<file path="src/rtl/mptx_pkg.sv">
package mptx_pkg;

   // Register addresses on the bus
   typedef enum logic [1:0] {
      REG_CTRL = 2'd0,
      REG_DATA = 2'd1,
      REG_STAT = 2'd2,
      REG_NONE = 2'd3
   } mptx_reg_e;

   // Control register bit positions
   localparam int CTRL_EN_BIT  = 0;
   localparam int CTRL_MPF_BIT = 1;
   localparam int CTRL_MPB_BIT = 2;

   // Status register bit positions
   localparam int STAT_TDRE_BIT = 0;
   localparam int STAT_TEND_BIT = 1;

   typedef struct packed {
      logic mp_bit;
      logic mp_fmt;
      logic enable;
   } mptx_ctrl_t;

endpackage

</file>
<file path="src/rtl/mptx_seq.sv">
module mptx_seq #(
   parameter int DATA_W     = 8,
   parameter int OVERSAMPLE = 16,
   parameter int IDX_W      = $clog2(DATA_W + 3)
) (
   input  logic             clk,
   input  logic             rst_n,
   input  logic             en,
   input  logic             start,
   input  logic             mp_fmt,
   input  logic             baud_tick,
   output logic             active,
   output logic [IDX_W-1:0] bit_idx,
   output logic             mp_frame,
   output logic             frame_done
);

   localparam int CNT_W = (OVERSAMPLE > 1) ? $clog2(OVERSAMPLE) : 1;
   localparam logic [IDX_W-1:0] LAST_PLAIN = IDX_W'(DATA_W + 1);
   localparam logic [IDX_W-1:0] LAST_MP    = IDX_W'(DATA_W + 2);

   logic             bit_end;
   logic [IDX_W-1:0] last_idx;

   assign last_idx = mp_frame ? LAST_MP : LAST_PLAIN;

   generate
      if (OVERSAMPLE == 1) begin : g_direct
         assign bit_end = active & baud_tick;
      end else begin : g_divided
         logic [CNT_W-1:0] tick_q;
         always_ff @(posedge clk or negedge rst_n) begin
            if (!rst_n) begin
               tick_q <= '0;
            end else if (!en || start) begin
               tick_q <= '0;
            end else if (active && baud_tick) begin
               if (tick_q == CNT_W'(OVERSAMPLE - 1)) tick_q <= '0;
               else                                  tick_q <= tick_q + CNT_W'(1);
            end
         end
         assign bit_end = active & baud_tick & (tick_q == CNT_W'(OVERSAMPLE - 1));
      end
   endgenerate

   assign frame_done = en & bit_end & (bit_idx == last_idx);

   always_ff @(posedge clk or negedge rst_n) begin
      if (!rst_n) begin
         active   <= 1'b0;
         bit_idx  <= '0;
         mp_frame <= 1'b0;
      end else if (!en) begin
         active  <= 1'b0;
         bit_idx <= '0;
      end else if (start) begin
         active   <= 1'b1;
         bit_idx  <= '0;
         mp_frame <= mp_fmt;
      end else if (bit_end) begin
         if (bit_idx == last_idx) begin
            active  <= 1'b0;
            bit_idx <= '0;
         end else begin
            bit_idx <= bit_idx + IDX_W'(1);
         end
      end
   end

endmodule

</file>
<file path="src/rtl/mptx_line.sv">
module mptx_line #(
   parameter int DATA_W = 8,
   parameter int IDX_W  = $clog2(DATA_W + 3)
) (
   input  logic              clk,
   input  logic              rst_n,
   input  logic              load,
   input  logic [DATA_W-1:0] load_data,
   input  logic              mp_live,
   input  logic              active,
   input  logic              mp_frame,
   input  logic [IDX_W-1:0]  bit_idx,
   output logic              txd
);

   logic [DATA_W-1:0] hold_q;
   logic [DATA_W-1:0] shifted;

   always_ff @(posedge clk or negedge rst_n) begin
      if (!rst_n)    hold_q <= '0;
      else if (load) hold_q <= load_data;
   end

   assign shifted = hold_q >> (bit_idx - IDX_W'(1));

   // Bit 0 is the start bit, 1..DATA_W carry data, then the optional
   // multiprocessor slot and the stop bit.
   always_comb begin
      txd = 1'b1;
      if (active) begin
         if (bit_idx == '0)                                    txd = 1'b0;
         else if (bit_idx <= IDX_W'(DATA_W))                   txd = shifted[0];
         else if (mp_frame && (bit_idx == IDX_W'(DATA_W + 1))) txd = mp_live;
         else                                                  txd = 1'b1;
      end
   end

endmodule

</file>
<file path="src/rtl/mptx_flags.sv">
module mptx_flags (
   input  logic clk,
   input  logic rst_n,
   input  logic en,
   input  logic stat_rd,
   input  logic stat_wr,
   input  logic wr_tdre_bit,
   input  logic dma_wr,
   input  logic load,
   input  logic frame_done,
   output logic tdre,
   output logic tend,
   output logic arm
);

   logic sw_clr;

   assign sw_clr = stat_wr & ~wr_tdre_bit & arm;

   always_ff @(posedge clk or negedge rst_n) begin
      if (!rst_n) begin
         tdre <= 1'b1;
         tend <= 1'b1;
         arm  <= 1'b0;
      end else begin
         if (dma_wr || sw_clr) tdre <= 1'b0;
         else if (load)        tdre <= 1'b1;

         if (!en)                      tend <= 1'b1;
         else if (dma_wr || sw_clr)    tend <= 1'b0;
         else if (frame_done && tdre)  tend <= 1'b1;

         if (stat_wr)              arm <= 1'b0;
         else if (stat_rd && tdre) arm <= 1'b1;
      end
   end

endmodule

</file>
<file path="src/rtl/mptx_top.sv">
module mptx_top
   import mptx_pkg::*;
#(
   parameter int DATA_W     = 8,
   parameter int OVERSAMPLE = 16,
   parameter bit MP_SUPPORT = 1'b1
) (
   input  logic              clk,
   input  logic              rst_n,
   input  logic [1:0]        bus_addr,
   input  logic              bus_wr,
   input  logic              bus_rd,
   input  logic [DATA_W-1:0] bus_wdata,
   output logic [DATA_W-1:0] bus_rdata,
   input  logic              dma_wr,
   input  logic [DATA_W-1:0] dma_data,
   input  logic              baud_tick,
   output logic              txd
);

   localparam int IDX_W = $clog2(DATA_W + 3);

   generate
      if (DATA_W < 3)     begin : g_bad_width $error("DATA_W must be at least 3"); end
      if (OVERSAMPLE < 1) begin : g_bad_os    $error("OVERSAMPLE must be at least 1"); end
   endgenerate

   mptx_ctrl_t        ctrl_q;
   logic [DATA_W-1:0] buf_q;
   logic              mp_fmt_eff;
   logic              stat_rd, stat_wr;
   logic              tdre, tend, arm;
   logic              active, mp_frame, frame_done, load;
   logic [IDX_W-1:0]  bit_idx;

   assign stat_rd = bus_rd & (bus_addr == REG_STAT);
   assign stat_wr = bus_wr & (bus_addr == REG_STAT);

   generate
      if (MP_SUPPORT) begin : g_mp
         assign mp_fmt_eff = ctrl_q.mp_fmt;
      end else begin : g_nomp
         assign mp_fmt_eff = 1'b0;
      end
   endgenerate

   always_ff @(posedge clk or negedge rst_n) begin
      if (!rst_n) begin
         ctrl_q <= '0;
         buf_q  <= '0;
      end else begin
         if (bus_wr && bus_addr == REG_CTRL) begin
            ctrl_q.enable <= bus_wdata[CTRL_EN_BIT];
            ctrl_q.mp_fmt <= bus_wdata[CTRL_MPF_BIT];
            ctrl_q.mp_bit <= bus_wdata[CTRL_MPB_BIT];
         end
         if (dma_wr)                              buf_q <= dma_data;
         else if (bus_wr && bus_addr == REG_DATA) buf_q <= bus_wdata;
      end
   end

   assign load = ctrl_q.enable & ~active & ~tdre;

   always_comb begin
      bus_rdata = '0;
      unique case (bus_addr)
         REG_CTRL: begin
            bus_rdata[CTRL_EN_BIT]  = ctrl_q.enable;
            bus_rdata[CTRL_MPF_BIT] = ctrl_q.mp_fmt;
            bus_rdata[CTRL_MPB_BIT] = ctrl_q.mp_bit;
         end
         REG_DATA: bus_rdata = buf_q;
         REG_STAT: begin
            bus_rdata[STAT_TDRE_BIT] = tdre;
            bus_rdata[STAT_TEND_BIT] = tend;
         end
         default:  bus_rdata = '0;
      endcase
   end

   mptx_flags u_flags (
      .clk        (clk),
      .rst_n      (rst_n),
      .en         (ctrl_q.enable),
      .stat_rd    (stat_rd),
      .stat_wr    (stat_wr),
      .wr_tdre_bit(bus_wdata[STAT_TDRE_BIT]),
      .dma_wr     (dma_wr),
      .load       (load),
      .frame_done (frame_done),
      .tdre       (tdre),
      .tend       (tend),
      .arm        (arm)
   );

   mptx_seq #(.DATA_W(DATA_W), .OVERSAMPLE(OVERSAMPLE), .IDX_W(IDX_W)) u_seq (
      .clk       (clk),
      .rst_n     (rst_n),
      .en        (ctrl_q.enable),
      .start     (load),
      .mp_fmt    (mp_fmt_eff),
      .baud_tick (baud_tick),
      .active    (active),
      .bit_idx   (bit_idx),
      .mp_frame  (mp_frame),
      .frame_done(frame_done)
   );

   mptx_line #(.DATA_W(DATA_W), .IDX_W(IDX_W)) u_line (
      .clk      (clk),
      .rst_n    (rst_n),
      .load     (load),
      .load_data(buf_q),
      .mp_live  (ctrl_q.mp_bit),
      .active   (active),
      .mp_frame (mp_frame),
      .bit_idx  (bit_idx),
      .txd      (txd)
   );

endmodule

</file>
<file path="config.mk">
export PLATFORM = sky130hd
export DESIGN_NAME = mptx_top
export DESIGN_NICKNAME = d
export VERILOG_FILES = /design/src/rtl/mptx_pkg.sv /design/src/rtl/mptx_seq.sv /design/src/rtl/mptx_line.sv /design/src/rtl/mptx_flags.sv /design/src/rtl/mptx_top.sv
export SDC_FILE = /design/constraint.sdc
export NUM_CORES = 1
export LEC_CHECK = 0
export BUFFER_PORTS_ARGS = -buffer_cell sky130_fd_sc_hd__clkbuf_2
export CORE_ASPECT_RATIO = 1.75
export CORE_MARGIN = 1
export CORE_UTILIZATION = 60
export CTS_CLUSTER_SIZE = 28
export DETAILED_ROUTE_END_ITERATION = 7
export PLACE_DENSITY = 0.85
export SLEW_MARGIN = 20
export SYNTH_ARGS = -nofsm -noshare
export SYNTH_HDL_FRONTEND = slang
export SYNTH_HIERARCHICAL = 1
export SYNTH_SLANG_ARGS = --single-unit
</file>
<file path="constraint.sdc">
create_clock -name clk -period 5.4 [get_ports clk]
set_input_delay 0 -clock clk [delete_from_list [all_inputs] [get_ports clk]]
set_output_delay 0 -clock clk [all_outputs]
set_load 0.02 [all_outputs]
</file>
==> results_dict.tcl <==
set metrics [dict create \
    status "complete, but fails checks" \
    violations "hold timing" \
    slew_headroom_pct 48.1 \
    startpoint_type "flop" \
    routedWlPerCell_um 18.2 \
    hold_violations 1 \
    rsz0062_at_grt "false" \
    synthTopCellsByArea "dfrtp_1, a21oi_2, mux2_2, nand2_1, ha_1" \
    path_max_fanout 11 \
    cp_slowest_cell "dfrtp_1" \
    max-vdd-ir-drop_uv 317 \
    p_per_area_nw_per_um2 330 \
    firstDrtPassIters 4 \
    grt_start_max_net_pins 33 \
    vias 1558 \
    p_leak_nw 1.03 \
    tightestPinTransition_ns 0.779 \
    drive_above_1_share_pct 35.7 \
    std_cell_rows 26 \
    syn_to_final_growth_pct 23.9 \
    cp-startpoint "u_seq/bit_idx[0]" \
    synth_nets 202 \
    ys_types 42 \
    finClkSkew_ns 0.00766 \
    die_w_um 44.4 \
    critPathCaptureType "primary output" \
    ys.flop_type "dfrtp_1" \
    drt_wl_total_um 4830 \
    synth_largest_area_cell "dfrtp_1" \
    max_stage_delay_ns 0.56 \
    grt_pass1_wl_um 7910 \
    synth_top_area_share_pct 39.8 \
    synth_most_common_cell "dfrtp_1" \
    syn_inst 173 \
    clkTransAtPathRegs_ns 0.07 \
    ys_ff_latch 32 \
    netlist_top_cells_count "dfrtp_1, nand2_1, a21oi_2" \
    fin_crit_sh_pct 42.0 \
    async_flop_share_pct 100 \
    final_nets 252 \
    timing.fmax_mhz 441 \
    path_cells "inv_1 -> ha_1 -> mux4_1 -> mux2_2 -> o311ai_1 -> nand3_1 -> clkbuf_2" \
    synth_seq_area_share_pct 42.6 \
    path_class "flop to primary output" \
    portBuffers 32 \
    antenna_found_initial 0 \
    place_inst 243 \
    synth_edf_count 0 \
    whs_ns -0.00456 \
    clk_latency_ns 0.30 \
    r2r_slack_ns 3.57 \
    root_buffer "clkbuf_8" \
    drc 0 \
    ys_warn_count 6 \
    timing.critical_path.buf_inv 2 \
    clock_sinks 32 \
    timing.rr.start "ctrl_q[0]" \
    min_period_ns 2.27 \
    hp-class "input pin to flop" \
    hold_buffers 14 \
    setup-tns-final_ns 0 \
    post-dp-hpwl_um 3020 \
    cap_violations 0 \
    cts-buffers-inserted 5 \
    cts_resized 0 \
    die_h_um 76.2 \
    track_usage_pct 32.5 \
    grt_pass1_vias 1635 \
    viasPerCell 5.86 \
    ios 33 \
    crit_family "multiplexers" \
    fin_cells 266 \
    cts_setup_buffers 0 \
    gp_congestion 0.883 \
    hp-start "bus_wdata[3]" \
    cts_tree "yes" \
    netlist_area_um2 1890 \
    clock_path_buffers 2 \
    diodes 0 \
    power_uw 772 \
    gr-total-overflow 0 \
    antenna_left 0 \
    ctsHtreeMaxLevel 2 \
    slew_viol_final 0 \
    first_iter_violations 64 \
    die-area_um2 3380 \
    setup_violations 0 \
    worstPathArrival_ns 2.27 \
    core_region_area_um2 2960 \
    start_util_pct 63.7 \
    synth.avg_cell_area_um2 10.9 \
    cp_data_required_time_ns 5.40 \
]
[routing by layer]
metal | vias up | wire [um] | track usage [%]
li1 | 730 | - | -
met1 | 764 | 1700 | 34.6
met2 | 54 | 2810 | 58.5
met3 | 10 | 180 | 5.92
met4 | 0 | 140 | 14.5
met5 | - | 0 | 0
[sequential cells by signal, indices dropped and copies added, names as in the netlist]
signal	flops
u_seq/mp_frame	1
ctrl_q	2
u_line/hold_q	8
mp_fmt_eff	1
u_seq/bit_idx	4
u_flags/tdre	1
u_flags/arm	1
u_seq/active	1
buf_q	8
u_flags/tend	1
u_seq/g_divided.tick_q	4
[power breakdown]
group          total (mW)  switching, mW  internal (mW)
clock network       0.258         0.0955          0.163
logic               0.179         0.0858         0.0929
registers           0.335         0.0408          0.294
total               0.772          0.222          0.550
[final timing paths]
check	endpoint	cells after the start
max in group asynchronous	u_seq/mp_frame	2
worst min register to register	u_line/hold_q[3]	1
worst max-delay path	txd	7
min in group asynchronous	u_seq/bit_idx[3]	2
worst max register to register	u_seq/bit_idx[2]	5
worst min-delay path	buf_q[3]	3
[final cells by class]
class,instances,area [um^2]
multi-input cells,132,1020
flip-flops and latches,32,803
fillers,167,622
repair buffers,48,318
clock buffers,7,96.3
well taps,42,52.6
clock inverters,1,30.0
inverters,4,15.0
[worst register-to-register path: cells and delay by family, from the launching register on]
kind	cells	cell delay, ns
simple gates	3	0.96
compound gates	1	0.14
buf+inv	1	0.20
flops	1	0.46
[placed cells by master, fill, tap and decap left out, types with 2 or more instances in the layout]
cell type / count
ha_1: 5
clkbuf_2: 32
mux4_1: 2
and2_1: 5
nand3_1: 6
nor2_1: 5
or4_1: 2
dlygate4sd3_1: 15
xor2_1: 2
clkbuf_8: 7
nand2b_1: 2
o21ai_0: 5
dfstp_2: 2
dfrtp_1: 30
mux2i_1: 3
mux2_2: 13
inv_1: 4
o211ai_1: 3
nor3_1: 3
and3b_1: 4
nand2_1: 18
nor2b_1: 9
o41ai_1: 2
or3b_1: 2
nand3b_1: 2
a21oi_1: 7
a21oi_2: 17
[cells by family (layout without fill, tap and decap cells)]
family                   Yosys count  after routing  share of synthesized area (%)
AND/OR/NAND/NOR                   66             66                           21.2
AO/OA/AOI/OAI                     40             40                           16.2
flip-flops                        32             32                           42.6
multiplexers                      18             18                           12.1
buffers and inverters              9             60                           3.18
adder cells (fa/ha/maj)            5              5                           3.32
XOR/XNOR                           3              3                           1.39
[metrics by stage]
stage | instance area, um^2 | worst slack, ns | util (%)
floorplan | 1890 | 3.65 | -
global placement | 2060 | 3.59 | 69.7
detailed placement | 2060 | 3.43 | 69.7
CTS | 2330 | 3.12 | 78.7
global route | 2340 | 2.96 | 79.0
finish | 2340 | 3.13 | 79.0
Note: power is estimated with default switching activity, not from simulation.
